<file path="config.mk">
export PLATFORM = sky130hd
export DESIGN_NAME = rail_qualifier
export DESIGN_NICKNAME = d
export VERILOG_FILES = /design/src/rtl/rq_pkg.sv /design/src/rtl/rq_rst_sync.sv /design/src/rtl/rq_deglitch.sv /design/src/rtl/rq_window.sv /design/src/rtl/rail_qualifier.sv
export SDC_FILE = /design/constraint.sdc
export NUM_CORES = 1
export LEC_CHECK = 0
export BUFFER_PORTS_ARGS = -buffer_cell sky130_fd_sc_hd__clkbuf_2
export CAP_MARGIN = 20
export CORE_ASPECT_RATIO = 1.5
export CORE_MARGIN = 5
export CORE_UTILIZATION = 45
export CTS_BUF_LIST = sky130_fd_sc_hd__clkbuf_8
export CTS_CLUSTER_DIAMETER = 40
export DETAILED_ROUTE_END_ITERATION = 6
export GPL_TIMING_DRIVEN = 1
export PLACE_DENSITY = 0.76
export REMOVE_ABC_BUFFERS = 1
export SLEW_MARGIN = 15
export SYNTH_ARGS = -nofsm -noshare
export SYNTH_HDL_FRONTEND = slang
export SYNTH_SLANG_ARGS = --single-unit
</file>
<file path="constraint.sdc">
create_clock -name clk_i -period 3.85 [get_ports clk_i]
set_input_delay 0.1925 -clock clk_i [delete_from_list [all_inputs] [get_ports clk_i]]
set_output_delay 0.1925 -clock clk_i [all_outputs]
set_load 0.02 [all_outputs]
</file>
<file path="src/rtl/rq_pkg.sv">
package rq_pkg;

  // Ticks needed to span the rejection time, rounded up, never below one.
  function automatic int unsigned hold_ticks(int unsigned tick_khz, int unsigned reject_us);
    int unsigned t;
    t = (tick_khz * reject_us + 999) / 1000;
    return (t < 1) ? 1 : t;
  endfunction

endpackage

</file>
<file path="src/rtl/rq_rst_sync.sv">
module rq_rst_sync (
  input  logic clk_i,
  input  logic rst_ni,
  output logic rst_no
);
  logic [1:0] sync_q;

  always_ff @(posedge clk_i or negedge rst_ni) begin
    if (!rst_ni) sync_q <= 2'b00;
    else         sync_q <= {sync_q[0], 1'b1};
  end

  assign rst_no = sync_q[1];
endmodule

</file>
<file path="src/rtl/rq_deglitch.sv">
module rq_deglitch #(
  parameter int unsigned HOLD_TICKS = 16
) (
  input  logic clk_i,
  input  logic rst_ni,
  input  logic tick_i,
  input  logic filt_en_i,
  input  logic raw_i,
  output logic q_o
);
  localparam int unsigned CW = (HOLD_TICKS < 2) ? 1 : $clog2(HOLD_TICKS + 1);
  localparam logic [CW-1:0] LAST = CW'(HOLD_TICKS - 1);

  logic          held_q, held_d;
  logic [CW-1:0] cnt_q, cnt_d;
  logic          differ;
  logic          upd_en;

  assign differ = (raw_i != held_q);

  // Next-state logic
  always_comb begin
    held_d = held_q;
    cnt_d  = cnt_q;
    if (!filt_en_i) begin
      held_d = raw_i;
      cnt_d  = '0;
    end else if (!differ) begin
      cnt_d  = '0;
    end else if (tick_i) begin
      if (cnt_q == LAST) begin
        held_d = raw_i;
        cnt_d  = '0;
      end else begin
        cnt_d  = cnt_q + 1'b1;
      end
    end
  end

  assign upd_en = (held_d != held_q) || (cnt_d != cnt_q);

  // State registers
  always_ff @(posedge clk_i or negedge rst_ni) begin
    if (!rst_ni) begin
      held_q <= 1'b0;
      cnt_q  <= '0;
    end else if (upd_en) begin
      held_q <= held_d;
      cnt_q  <= cnt_d;
    end
  end

  assign q_o = held_q;
endmodule

</file>
<file path="src/rtl/rq_window.sv">
module rq_window (
  input  logic below_max_i,
  input  logic above_min_i,
  input  logic win_en_i,
  output logic in_win_o
);
  always_comb begin
    in_win_o = 1'b0;
    if (win_en_i) in_win_o = below_max_i & above_min_i;
  end
endmodule

</file>
<file path="src/rtl/rail_qualifier.sv">
module rail_qualifier #(
  parameter int unsigned NUM_RAILS = 5,
  parameter int unsigned TICK_KHZ  = 250,
  parameter int unsigned REJECT_US = 64
) (
  input  logic                   clk_i,
  input  logic                   rst_ni,
  input  logic                   tick_i,
  input  logic [NUM_RAILS-1:0]   below_max_raw_i,
  input  logic [NUM_RAILS-1:0]   above_min_raw_i,
  input  logic [2*NUM_RAILS-1:0] filt_en_i,
  input  logic [NUM_RAILS-1:0]   win_en_i,
  output logic [NUM_RAILS-1:0]   below_max_o,
  output logic [NUM_RAILS-1:0]   above_min_o,
  output logic [NUM_RAILS-1:0]   in_win_o
);
  import rq_pkg::*;

  localparam int unsigned NUM_CH     = 2 * NUM_RAILS;
  localparam int unsigned HOLD_TICKS = hold_ticks(TICK_KHZ, REJECT_US);

  logic              rst_n_q;
  logic [NUM_CH-1:0] chan_raw;
  logic [NUM_CH-1:0] chan_q;

  rq_rst_sync i_rst_sync (
    .clk_i  (clk_i),
    .rst_ni (rst_ni),
    .rst_no (rst_n_q)
  );

  // Channel 2r = below-upper-limit, 2r+1 = above-lower-limit of rail r
  for (genvar r = 0; r < NUM_RAILS; r++) begin : g_rail
    assign chan_raw[2*r]   = below_max_raw_i[r];
    assign chan_raw[2*r+1] = above_min_raw_i[r];
    assign below_max_o[r]  = chan_q[2*r];
    assign above_min_o[r]  = chan_q[2*r+1];

    rq_window i_window (
      .below_max_i (chan_q[2*r]),
      .above_min_i (chan_q[2*r+1]),
      .win_en_i    (win_en_i[r]),
      .in_win_o    (in_win_o[r])
    );
  end

  for (genvar c = 0; c < NUM_CH; c++) begin : g_chan
    rq_deglitch #(
      .HOLD_TICKS (HOLD_TICKS)
    ) i_deglitch (
      .clk_i     (clk_i),
      .rst_ni    (rst_n_q),
      .tick_i    (tick_i),
      .filt_en_i (filt_en_i[c]),
      .raw_i     (chan_raw[c]),
      .q_o       (chan_q[c])
    );
  end
endmodule

</file>
==> metrics.md <==
| Metric | Value |
|---|---|
| Required arrival time at the worst endpoint | 4070 ps |
| Post-synthesis cell type count | 33 |
| Static power due to leakage | 1.58 nW |
| Area post-placement | 3280 um2 |
| RSZ-0062 raised after global routing | false |
| Total of buffers placed on input and output ports | 42 |
| Router iterations before antenna repair | 4 |
| Via count of the first global-routing pass | 2306 |
| Arrival time reported for the critical path endpoint | 1680 ps |
| Most used standard cell by instance count after synthesis | dfrtp_1 |
| Cell chain of the critical path | ha_1, nand3b_1, o31ai_1, mux2_2 |
| RR Startpoint | g_chan[3].i_deglitch.cnt_q[0] |
| Worst Setup End Kind | flop |
| Final Max Slew Viols | 0 |
| Number of setup buffers added after CTS | 0 |
| Worst max-slew margin expressed relative to the limit | 50.3% |
| Number of clock sinks | 62 |
| Switching power share of the total | 25.8% |
| Finished layout cell area | 3490 um2 |
| Vias after detailed routing | 2353 |
| Clock insertion delay at the later pin of the skew report | 340 ps |
| Combinational power share | 10.3% |
| Final setup violating endpoints | 0 |
| Final routed wire length divided by cell count | 13.1 um |
| Leading post-synthesis cells by instance count | dfrtp_1, nand2_1, nor2_1 |
| Global-route usage over all layers | 13.8% |
| Number of DRC violations after detailed-routing iteration 0 | 119 |
| # DRC | 0 |
| Detailed placer's ending HPWL | 4000 um |
| Site row count | 37 |
| Worst reg2reg setup slack | 2390 ps |
| Mean Syn Cell Area | 9.88 um2 |
| Sequential element share of the synthesized area | 49.7% |
| Max H-tree Level | 3 |
| Largest fanout on the critical path | 5 |
| FFs w/ async S/R, synth | 100% |
| Max capacitance violation total | 0 |
| Category of the worst setup path launch point | flop |
| Fraction of power consumed by sequential logic | 49.6% |
| Power per cell area | 403 nW/um2 |
| DR vias/cell | 5.43 |
| Cell taking the most area after synthesis | dfrtp_1 |
| Die X | 78.0 um |
| Antenna-violating nets left | 0 |
| Fin crit share | 37.8% |
| First-pass GRT wire length | 9910 um |
| Area of the core region | 6810 um2 |
| Final Hold Viols | 0 |
| Die ar. | 8740 um2 |
| TritonCTS clock tree | done |
| Internal Power | 1.04 mW |
| Cell at the slowest stage of the critical path | dfrtp_1 |
| Area growth, synth to finish | 11.8% |
| Number of enable flip-flop cells after synthesis | 0 |
| Capturing point of the worst reg2reg path | g_chan[3].i_deglitch.q_o |
| Peak supply drop | 0.186 mV |
| Cell Area, Synth | 3120 um2 |
| Congestion Overflow GR | 0 |
| Maximum number of pins on one net before global-route repair | 60 |
| Result of the run | complete, no violations |
| Fill cell total of the finished layout | 613 |
| Setup_tns | 0 ps |
| Initial Util | 45.9% |
| Total number of nets in the final design | 388 |
| Layout cell share with drive strength beyond 1 | 18.3% |
| Clock-pin slew of the registers on the worst-case setup and hold paths | 70 ps |
| IO Pins | 43 |
| Ys flop type | dfrtp_1 |
| Instance count of the mapped netlist | 316 |
| Worst Setup Path Type | reg2reg |
| Worst clock skew | 12.4 ps |
| Number of cells on the worst reg-to-reg path | 4 |
| Flop and latch count out of synthesis | 62 |
| Height of the chip | 112 um |
| TritonCTS Buffers | 9 |
| Maximum clock frequency | 687 MHz |
| Dominant cells by area after synthesis | dfrtp_1, nand2_1, xor2_1, buf_4, ha_1 |
| Delay of the slowest cell on the worst path | 430 ps |
| Gp weighted congestion | 0.737 |
| Net load switching power | 363 uW |
| Clk network pwr share | 40.1% |
| WL final | 5680 um |
| Total number of yosys warnings | 0 |
| Class of the tightest hold or removal check | reg2async |
| Antenna cells | 0 |
| Transition time at the pin with the least slew margin | 746 ps |
| Number of antenna violations at the first check in global routing | 0 |
| Buffer cell driving the clock tree root | clkbuf_8 |
| Area share of the largest cell type after synthesis | 49.7% |
| Post-route minimum period | 1460 ps |
| Buffer depth of the longest clock path | 2 |
-- cell usage in the layout, fill, tap and decap left out, drive strengths merged, types with 2 or more instances in the layout --
cell type / instances
xnor2: 3
nor2: 26
a31oi: 7
xor2: 20
nand4: 3
ha: 10
mux2: 10
nor3: 4
a41oi: 2
o21ai: 18
clkinv: 4
nand3b: 8
a21oi: 16
nand4b: 8
inv: 3
clkbuf: 52
nand3: 21
nand2: 52
and3: 5
buf: 2
or3: 7
mux2i: 4
dfrtp: 62
-- timing repair --
action,4_1_cts,5_1_grt
gates resized for setup,0,0
endpoints found under the hold margin,2,0
hold buffers,1,0
-- cell type report --
type                            instances  area (um2)  share of cell area [%]
Sequential cell                        62        1550                    44.5
Tap cell                               78        97.6                    2.80
Inverter                                3        11.3                   0.323
Clock buffer                           10         138                    3.94
Multi-Input combinational cell        229        1400                    40.0
Timing Repair Buffer                   45         235                    6.74
Clock inverter                          6        61.3                    1.76
-- cell families (layout without fill, tap and decap cells) --
logic type                 count (synthesis)  count (layout)  synth area share (%)
AOI/OAI and AO/OA                         45              45                  7.89
xor gates and xnor gates                  23              23                  6.45
adders and majority gates                 10              10                  4.01
buffers and inverters                     25              64                  5.65
DFF                                       62              62                  49.7
muxes                                     14              14                  4.89
other                                      1               1                 0.120
and+or+nand+nor                          136             136                  21.3
-- critical path, delay by kind of cell, from the launching register on --
family	cells	cell delay [ps]
fa+ha+maj	1	200
compound gates	1	240
simple gates	1	120
flops	1	430
mux	1	360
-- power groups by stage --
stage / combinational (mW) / sequential [mW] / clock [mW]
6_report: 0.144 / 0.697 / 0.564
5_1_grt: 0.162 / 0.701 / 0.611
4_1_cts: 0.148 / 0.697 / 0.584
3_5_place_dp: 0.146 / 0.709 / 0
3_3_place_gp: 0.141 / 0.708 / 0
2_1_floorplan: 0.0679 / 0.726 / 0
-- sequential cells by signal (all words and copies together) (netlist names) --
name / count
i_rst_sync.sync_q: 2
g_chan.i_deglitch.q_o: 10
g_chan.i_deglitch.cnt_q: 50
-- through the flow --
step | hold slack [ps] | cells | utilization (%) | total power [mW] | setup WS, ps
3_5_place_dp | -17.3 | 416 | 48.2 | 0.855 | 2210
6_report | 31.1 | 433 | 51.3 | 1.41 | 2390
5_1_grt | 35.4 | 433 | 51.3 | 1.47 | 2330
3_3_place_gp | -17.8 | 416 | 48.2 | 0.849 | 2250
4_1_cts | 33.6 | 433 | 51.3 | 1.43 | 2380
2_1_floorplan | -103 | 294 | - | 0.794 | 2000
-- worst max path at each step --
stage | from | to | slack, ps
floorplan | i_rst_sync.sync_q[1] | g_chan[0].i_deglitch.cnt_q[0] | 2000
global placement | tick_i | g_chan[9].i_deglitch.q_o | 2250
detailed placement | tick_i | g_chan[1].i_deglitch.q_o | 2210
CTS | g_chan[3].i_deglitch.cnt_q[0] | g_chan[3].i_deglitch.q_o | 2380
global route | g_chan[3].i_deglitch.cnt_q[0] | g_chan[3].i_deglitch.q_o | 2330
finish | g_chan[3].i_deglitch.cnt_q[0] | g_chan[3].i_deglitch.q_o | 2390
-- metal layers --
metal  global-route usage [%]  share of wire, %
met3                     3.29               4.5
met4                     6.76               1.8
met2                     23.0                51
met5                        0                 0
met1                     16.4                43
Power figures use the tool's default switching activity.
